===== config.mk =====
export PLATFORM = sky130hd
export DESIGN_NAME = dram_addr_ctr
export DESIGN_NICKNAME = d
export VERILOG_FILES = /design/src/rtl/dac_pkg.sv /design/src/rtl/dac_line_step.sv /design/src/rtl/dac_addr_reg.sv /design/src/rtl/dram_addr_ctr.sv
export SDC_FILE = /design/constraint.sdc
export NUM_CORES = 1
export LEC_CHECK = 0
export CORE_MARGIN = 10
export CORE_UTILIZATION = 25
export CTS_CLUSTER_SIZE = 25
export DETAILED_ROUTE_END_ITERATION = 7
export HOLD_SLACK_MARGIN = 0.15
export MAX_ROUTING_LAYER = met4
export PLACE_DENSITY_LB_ADDON = 0.08
export SETUP_SLACK_MARGIN = 0.1
export SLEW_MARGIN = 20
export SYNTH_ARGS = -nofsm -noshare
export SYNTH_HDL_FRONTEND = slang
export SYNTH_SLANG_ARGS = --single-unit

===== constraint.sdc =====
create_clock -name clk -period 2.35 [get_ports clk]
set_clock_uncertainty 0.15 [all_clocks]
set_input_delay 0.235 -clock clk [delete_from_list [all_inputs] [get_ports clk]]
set_output_delay 0.235 -clock clk [all_outputs]
set_load 0.005 [all_outputs]

===== src/rtl/dac_pkg.sv =====
package dac_pkg;

  localparam int ADDR_W = 7;
  typedef logic [ADDR_W-1:0] addr_t;

  typedef struct packed {
    addr_t nxt;
    logic  jump;
  } step_res_t;

  // Plain modulo-2**ADDR_W step used for the glyph store
  function automatic addr_t flat_step(addr_t a, logic up);
    return up ? addr_t'(a + 1'b1) : addr_t'(a - 1'b1);
  endfunction

  // Line-aware step: lines of `len` cells placed every `stride` addresses
  function automatic step_res_t line_step(addr_t a, logic up, int nlines,
                                          int len, int stride);
    step_res_t r;
    int unsigned idx;
    int unsigned off;
    idx    = int'(a) / stride;
    off    = int'(a) % stride;
    r.jump = 1'b0;
    r.nxt  = flat_step(a, up);
    if (up && off == len - 1) begin
      r.nxt  = addr_t'(((idx + 1) % nlines) * stride);
      r.jump = 1'b1;
    end else if (!up && off == 0) begin
      r.nxt  = addr_t'(((idx + nlines - 1) % nlines) * stride + len - 1);
      r.jump = 1'b1;
    end
    return r;
  endfunction

endpackage


===== src/rtl/dac_line_step.sv =====
module dac_line_step
  import dac_pkg::*;
#(
  parameter int NLINES   = 1,
  parameter int LINE_LEN = 80
) (
  input  addr_t addr_i,
  input  logic  up_i,
  output addr_t nxt_o,
  output logic  jump_o
);
  localparam int STRIDE = (1 << ADDR_W) / NLINES;

  step_res_t res;

  always_comb res = line_step(addr_i, up_i, NLINES, LINE_LEN, STRIDE);

  assign nxt_o  = res.nxt;
  assign jump_o = res.jump;
endmodule


===== src/rtl/dac_addr_reg.sv =====
module dac_addr_reg
  import dac_pkg::*;
(
  input  logic  clk,
  input  logic  rst_n,
  input  logic  ld_disp,
  input  logic  ld_char,
  input  logic  step,
  input  addr_t ld_val,
  input  addr_t step_nxt,
  output addr_t addr_q,
  output logic  sel_q
);
  always_ff @(posedge clk) begin
    if (!rst_n) begin
      addr_q <= '0;
      sel_q  <= 1'b0;
    end else if (ld_disp) begin
      addr_q <= ld_val;
      sel_q  <= 1'b0;
    end else if (ld_char) begin
      addr_q <= {addr_q[ADDR_W-1], ld_val[ADDR_W-2:0]};
      sel_q  <= 1'b1;
    end else if (step) begin
      addr_q <= step_nxt;
    end
  end

  // a load always beats a step in the same cycle
  a_r4_load_wins: assert property (@(posedge clk) disable iff (!rst_n)
    (ld_disp && step) |=> (addr_q == $past(ld_val)));
endmodule


===== src/rtl/dram_addr_ctr.sv =====
module dram_addr_ctr
  import dac_pkg::*;
#(
  parameter int LEN_1L = 80,
  parameter int LEN_2L = 40,
  parameter int LEN_4L = 20
) (
  input  logic       clk,
  input  logic       rst_n,
  input  logic       ld_disp,
  input  logic       ld_char,
  input  logic [6:0] ld_val,
  input  logic       step,
  input  logic       step_up,
  input  logic [1:0] line_mode,
  output logic [6:0] addr,
  output logic       sel_char
);
  localparam int NMODES = 3;

  addr_t cand_nxt  [NMODES];
  logic  cand_jump [NMODES];
  addr_t disp_nxt, char_nxt, step_nxt;
  logic  line_jump;
  logic  disp_step;
  int unsigned msel;

  genvar g;
  generate
    for (g = 0; g < NMODES; g++) begin : g_mode
      localparam int LEN = (g == 0) ? LEN_1L : (g == 1) ? LEN_2L : LEN_4L;
      dac_line_step #(.NLINES(1 << g), .LINE_LEN(LEN)) u_ls (
        .addr_i (addr),
        .up_i   (step_up),
        .nxt_o  (cand_nxt[g]),
        .jump_o (cand_jump[g])
      );
    end
  endgenerate

  always_comb begin
    unique case (line_mode)
      2'b01:   msel = 1;
      2'b10:   msel = 2;
      default: msel = 0;
    endcase
  end

  assign disp_nxt  = cand_nxt[msel];
  assign line_jump = cand_jump[msel] && !sel_char;
  assign char_nxt  = flat_step(addr, step_up);
  assign step_nxt  = sel_char ? char_nxt : disp_nxt;
  assign disp_step = step && !ld_disp && !ld_char && !sel_char;

  dac_addr_reg u_reg (
    .clk      (clk),
    .rst_n    (rst_n),
    .ld_disp  (ld_disp),
    .ld_char  (ld_char),
    .step     (step),
    .ld_val   (ld_val),
    .step_nxt (step_nxt),
    .addr_q   (addr),
    .sel_q    (sel_char)
  );

  // full display-address load
  a_r2_disp_load: assert property (@(posedge clk) disable iff (!rst_n)
    ld_disp |=> (addr == $past(ld_val) && !sel_char));

  // glyph-address load keeps the top bit
  a_r3_char_load: assert property (@(posedge clk) disable iff (!rst_n)
    (ld_char && !ld_disp) |=> (addr[5:0] == $past(ld_val[5:0]) &&
                               addr[6] == $past(addr[6]) && sel_char));

  // glyph-store steps count by one in either direction
  a_r5_char_up: assert property (@(posedge clk) disable iff (!rst_n)
    (step && step_up && sel_char && !ld_disp && !ld_char)
      |=> (addr == addr_t'($past(addr) + 1'b1)));
  a_r5_char_down: assert property (@(posedge clk) disable iff (!rst_n)
    (step && !step_up && sel_char && !ld_disp && !ld_char)
      |=> (addr == addr_t'($past(addr) - 1'b1)));

  // one-line end wraps to the start
  a_r6_one_line_wrap: assert property (@(posedge clk) disable iff (!rst_n)
    (disp_step && step_up && line_mode == 2'b00 && addr == 7'h4F)
      |=> (addr == 7'h00));

  // two-line jump out of line 1 lands on line 2
  a_r7_two_line_jump: assert property (@(posedge clk) disable iff (!rst_n)
    (disp_step && step_up && line_mode == 2'b01 && addr == 7'h27)
      |=> (addr == 7'h40));

  // every four-line jump up lands on a line start
  a_r8_four_line_start: assert property (@(posedge clk) disable iff (!rst_n)
    (disp_step && step_up && line_mode == 2'b10 && line_jump)
      |=> (addr[4:0] == 5'd0));

  // a display step off a boundary moves by exactly one
  a_r9_linear: assert property (@(posedge clk) disable iff (!rst_n)
    (disp_step && step_up && !line_jump)
      |=> (addr == addr_t'($past(addr) + 1'b1)));

  // idle cycles hold state
  a_r10_hold: assert property (@(posedge clk) disable iff (!rst_n)
    (!ld_disp && !ld_char && !step) |=> ($stable(addr) && $stable(sel_char)));
endmodule


After elaboration in Yosys (flattened, before gate mapping)
Index checks and enable logic that the tools add are counted.
{ "classes": {"n_mux": 15, "bitwise": 2, "eq_ne": 6, "n_lt_le_gt_ge": 1, "n_addsub": 12, "n_reduce_logical": 14} }
{ "op_table": {"columns": ["op", "count"], "rows": [
  ["$logic_not 32->1", 3],
  ["$mux 7", 7],
  ["$mux 8", 6],
  ["$ge 33x3->1 const B", 1],
  ["$not 32->33", 1],
  ["$sub 7x1->7 const B", 3],
  ["$bmux 7 s2", 1],
  ["$add 7x1->7 const B", 1],
  ["$add 7x5->7 const B", 1],
  ["$add 7x6->7 const B", 1],
  ["$eq 7x7->1 const B", 1],
  ["$eq 6x6->1 const B", 1],
  ["$logic_and 1x1->1", 6],
  ["$eq 5x5->1 const B", 1],
  ["$add 2x1->2 const B", 2],
  ["$pmux 2 s2", 1],
  ["$reduce_bool 3->1", 1],
  ["$add 1x1->1 const B", 2],
  ["$eq 2x1->1 const B", 1],
  ["$eq 2x2->1 const B", 1],
  ["$ne 2x2->1 const B", 1],
  ["$reduce_and 2->1", 1],
  ["$reduce_bool 2->1", 1],
  ["$reduce_or 2->1", 1],
  ["other kinds (4)", 4]
]} }
{ "word_totals": {"elab_cells": 53, "in_bits": 15, "register_bits": 8} }

Logic depth before layout (Yosys ltp)
{ "depth": {"word_depth": 13, "ltp_mapped": 7} }

Cells and area by module
A second synthesis with hierarchy kept.
{ "hier_totals": {"hier_cells": 240, "hier_area_um2": 1895.6} }
{ "by_module_without_submodules": {"columns": ["mod", "cells_per_inst", "area_per_inst_um2", "instances"], "rows": [
  ["dram_addr_ctr", 65, 510.5, 1],
  ["dac_line_step at g_mode[1].u_ls", 45, 365.4, 1],
  ["dac_addr_reg", 36, 347.8, 1],
  ["dac_line_step at g_mode[0].u_ls", 49, 346.6, 1],
  ["dac_line_step at g_mode[2].u_ls", 45, 325.3, 1]
]} }

Worst setup path after synthesis
Ideal clock, no wire load.
{ "synth_path": {"kind": "flip-flop to flip-flop", "from": "reg u_reg.addr_q[1]", "to": "reg u_reg.addr_q[5]", "setup_ns": 0.128, "period_less_slack_ns": 2.090, "n_path_buf": 0, "arrival_time_ns": 1.812, "path_slack_ns": 0.260, "stages_incl_launch_ff": 7, "required_ns": 2.072, "cell_sequence": "dfxtp_1 > ha_1 > a211oi_1 > nor3_1 > or3b_2 > o221ai_1 > a21boi_0"} }
{ "synth_between": {"elab_chain_len": 11, "word_cells_on_any_way": 28} }
{ "synth_lines": {"columns": ["item", "line", "rtl"], "rows": [
  ["start: declaration", "dac_addr_reg.sv:11", "output addr_t addr_q,"],
  ["start signal: assignment", "dac_addr_reg.sv:19", "addr_q <= ld_val;"],
  ["start signal: assignment", "dac_addr_reg.sv:22", "addr_q <= {addr_q[ADDR_W-1], ld_val[ADDR_W-2:0]};"],
  ["start signal: assignment", "dac_addr_reg.sv:25", "addr_q <= step_nxt;"],
  ["$sub 7x1->7 (tied with other cells)", "dac_pkg.sv:13", "return up ? addr_t'(a + 1'b1) : addr_t'(a - 1'b1);"],
  ["$mux 7 / $logic_and 1x1->1 (equally long branches)", "dac_pkg.sv:13, dac_pkg.sv:29", null],
  ["$mux 8", "dac_pkg.sv:29", "end else if (!up && off == 0) begin"],
  ["$mux 8", "dac_pkg.sv:26", "if (up && off == len - 1) begin"],
  ["$bmux 7 s2", "dram_addr_ctr.sv:49", "assign disp_nxt = cand_nxt[msel];"],
  ["$mux 7 (not written as such) (2 in series)", "dram_addr_ctr.sv:49", null],
  ["$mux 7 *", "dram_addr_ctr.sv:52", "assign step_nxt = sel_char ? char_nxt : disp_nxt;"],
  ["$mux 7 *", "dac_addr_reg.sv:24", "end else if (step) begin"],
  ["$mux 7 *", "dac_addr_reg.sv:21", "end else if (ld_char) begin"],
  ["$mux 7 *", "dac_addr_reg.sv:18", "end else if (ld_disp) begin"]
]} }
Mark *: on every way between the ends. The rest lies on a longest branch, timed or not. The select of a mux whose other input is x is not followed.
A chain may end at the register's enable or synchronous reset.

Final worst setup path
{ "layout_path": {"from": "reg u_reg.addr_q[3]", "to": "reg u_reg.addr_q[1]"} }
{ "layout_between": {"elab_chain_len": 11, "word_cells_on_any_way": 25} }
{ "layout_lines": {"columns": ["item", "line"], "rows": [
  ["$logic_not 32->1", "dac_pkg.sv:29"],
  ["$logic_and 1x1->1", "dac_pkg.sv:29"],
  ["$mux 8", "dac_pkg.sv:29"],
  ["$mux 8", "dac_pkg.sv:26"],
  ["$bmux 7 s2 *", "dram_addr_ctr.sv:49"],
  ["$mux 7 (not written as such) * (2 in series)", "dram_addr_ctr.sv:49"],
  ["$mux 7 *", "dram_addr_ctr.sv:52"],
  ["$mux 7 *", "dac_addr_reg.sv:24"],
  ["$mux 7 *", "dac_addr_reg.sv:21"],
  ["$mux 7 *", "dac_addr_reg.sv:18"]
]} }
Marked as above.

==> results.md <==
| Parameter | This run |
|:---|:---|
| Power spent charging and discharging nets | 0.224 mW |
| Worst voltage drop across the vdd grid | 0.194 mV |
| Slew HR | 0.661 |
| Netlist area before placement | 0.00106 mm^2 |
| Post-CTS Hold Buffers | 0 |
| Post-route fraction of the period consumed by the critical path | 0.904 |
| Transition time of the tightest slew-check pin | 0.508 ns |
| Per-cell routed wire length | 16.0 um |
| Critical path start-end classification | reg -> reg |
| Number of buffers added by the clock tree synthesis step | 3 |
| Port buffer count | 22 |
| Number of sinks on the clock net | 8 |
| Max-capacitance violation count | 0 |
| Worst EP required | 2.37 ns |
| Layout area overhead | 53.7% |
| Global-route wire length before repair | 6200 um |
| Net total in the final layout | 205 |
| Die Height | 85.1 um |
| Kind of cell adding the most delay to the critical path | compound AO/OA/AOI/OAI gates |
| Iter 0 DRT Violations | 58 |
| Routed Antenna Nets | 0 |
| Global-route total usage across every layer | 0.104 |
| Initial standard-cell utilization of the core | 0.261 |
| Number of enable-type register cells in the synthesized netlist | 0 |
| Top Ports | 23 |
| Pin count of the biggest net entering global routing | 14 |
| Standard-cell rows | 23 |
| H-tree Lvls | 1 |
| Setup slack of the critical path after layout | 0.226 ns |
| Filler instances | 412 |
| Vias after detailed routing | 1232 |
| Kind of start point of the critical path | flop |
| Number of remaining DRC errors | 0 |
| Static Leakage | 0.619 nW |
| Maximum net fanout on the critical path | 8 |
| Last weighted congestion value of the routability-driven placer | 0.941 |
| Synthesis Warnings | 0 |
| Largest buffer count on any clock path | 2 |
| Cell at the slowest stage of the critical path | sky130_fd_sc_hd__dfxtp_1 |
| Worst path bufs/invs | 1 |
| First drt pass iteration count | 4 |
| Asr flop ratio synth | 0 |
| Insertion delay of the later-clocked pin in the worst-skew pair | 0.23 ns |
| Cell variety after synth | 51 |
| HPWL reported at the end of detailed placement | 2940 um |
| Upper clock frequency limit | 471 MHz |
| Total inserted antenna cells | 0 |
| Total power density per cell area | 397 mW/mm^2 |
| Class of the tightest hold or removal check | reg -> reg |
| Proportion of power drawn by the clock network | 0.259 |
| Die area | 0.00724 mm^2 |
| Area used by sequential logic in the layout | 161 um^2 |
| Fraction of final layout cells with drive strength greater than 1 | 0.280 |
| Part of the total power dissipated in combinational logic | 0.470 |
| Fraction of post-synthesis cell area in the top cell type by area | 0.151 |
| Cell repeated most along the worst path | sky130_fd_sc_hd__a211oi_1 |
| Area of the multi-input gates | 913 um^2 |
| Worst hold slack | 0.487 ns |
| Synthesized net count | 156 |
| Clock-pin slew on the worst setup and hold paths | 0.04 ns |
| Post-placement worst setup slack | -0.237 ns |
| Core Util, Final | 0.401 |
| Status | complete, no violations |
| Sequential share of the synthesized area | 0.151 |
| Via density | 5.31 |
| Setup repair after global routing missed its margin | false |
| Most frequent standard cell in the layout excluding fill and tap cells | sky130_fd_sc_hd__buf_4 |
| Post-Syn Area per Cell | 7.85 um^2 |
| Aggregate global routing overflow | 0 |
| Kind of capture point of the worst setup path | flop |
| Sw Ratio | 0.346 |
| Number of cells produced by synthesis | 135 |
| Crit path largest cell delay | 0.58 ns |
| Total negative setup slack | 0 ns |
| TritonCTS clock tree | yes |
| Highest-count cells in the layout ignoring fill and taps | 27 x sky130_fd_sc_hd__buf_4, 21 x sky130_fd_sc_hd__clkdlybuf4s50_1, 10 x sky130_fd_sc_hd__a21oi_1 |
| Hold Fails Final Rpt | 0 |
| Number of slew-limit violations in the final report | 0 |
| Final routed wirelength across all metal layers | 3710 um |
| Top cell type by total area after synthesis | sky130_fd_sc_hd__dfxtp_1 |
| Shortest clock period the worst path allows after layout | 2.12 ns |
| Leading post-synthesis cells by cell area | sky130_fd_sc_hd__dfxtp_1 15%, sky130_fd_sc_hd__ha_1 5.9%, sky130_fd_sc_hd__a21oi_1 4.7% |
| Root Driver | sky130_fd_sc_hd__clkbuf_8 |
| Cells traversed along the worst timing path | and4bb_2 -> a311oi_4 -> a211oi_1 -> buf_4 -> a211oi_1 -> o21a_1 |
| Power share of the sequential group | 0.271 |
| Core area | 0.00406 mm^2 |
| Total setup buffers inserted after CTS | 0 |
| Floorplan die width | 85.1 um |
| WP data arrival | 2.15 ns |
| Cell-internal power | 0.423 mW |
| Top_reg_cell synth | sky130_fd_sc_hd__dfxtp_1 |
| Initial antenna violation count | 0 |
| Register bit total from synthesis | 8 |
| Number of failing setup endpoints in the final timing report | 0 |
| Number of global-route vias before repair | 1286 |
==> cells by family after synthesis <==
family                   count (synthesis)  synth area share
AND/OR/NAND/NOR                         56             0.333
AO/OA/AOI/OAI                           50             0.361
buffers and inverters                   11            0.0437
flip-flops                               8             0.151
adder cells (fa/ha/maj)                  6            0.0779
XOR/XNOR                                 4            0.0331
==> per-stage QoR <==
step	power, mW	area, um^2	instances
detailed placement	0.461	1520	229
global route	0.694	1630	232
finish	0.647	1630	232
floorplan	0.323	1060	135
CTS	0.643	1590	232
global placement	0.462	1520	229
==> cell type report <==
cell class | count | area share
repair buffers | 49 | 0.261
clock buffers | 3 | 0.0253
flip-flops and latches | 8 | 0.0991
inverters | 6 | 0.0154
multi-input cells | 116 | 0.561
well taps | 50 | 0.0384
==> per-layer routing <==
metal,vias to the layer above,part of all wire,track usage
li1,613,-,-
met1,593,0.45,0.118
met2,22,0.50,0.179
met3,4,0.038,0.0201
met4,0,0.012,0.0299
met5,-,0,-
==> power groups by stage <==
stage / Clock, mW / Combinational, mW / Sequential [mW]
final: 0.168 / 0.304 / 0.175
after global routing: 0.184 / 0.333 / 0.178
after CTS: 0.175 / 0.294 / 0.173
after detailed placement: 0 / 0.286 / 0.175
after global placement: 0 / 0.286 / 0.176
after floorplan: 0 / 0.155 / 0.168
==> worst register-to-register path, stage by stage (launching register included) <==
cell,delay (ns)
sky130_fd_sc_hd__dfxtp_1,0.58
sky130_fd_sc_hd__and4bb_2,0.32
sky130_fd_sc_hd__a311oi_4,0.34
sky130_fd_sc_hd__a211oi_1,0.10
sky130_fd_sc_hd__buf_4,0.17
sky130_fd_sc_hd__a211oi_1,0.26
sky130_fd_sc_hd__o21a_1,0.16
==> final timing paths <==
path / start / endpoint / slack (ns) / cells past startpoint
max: u_reg.addr_q[3] / u_reg.addr_q[1] / 0.23 / 6
max reg2reg: u_reg.addr_q[3] / u_reg.addr_q[1] / 0.23 / 6
min: u_reg.addr_q[5] / u_reg.addr_q[5] / 0.49 / 2
min reg2reg: u_reg.addr_q[5] / u_reg.addr_q[5] / 0.49 / 2
==> repair_timing <==
item,in CTS,in global routing
pin swaps,1,1
endpoints found under the setup margin,2,2
resized for setup,4,7
==> Yosys cell counts (all sizes together) (5+ instances only) <==
library cell	count
inv	6
nor2b	6
nor2	10
nand3	8
a21oi	10
ha	5
a31oi	5
o21ai	5
nand2	9
dfxtp	8
a211oi	5
==> state kept, by name, summed over array words and instances, names as in the netlist <==
register / cells
u_reg.addr_q: 7
u_reg.sel_q: 1
(Power assumes the default switching activity.)
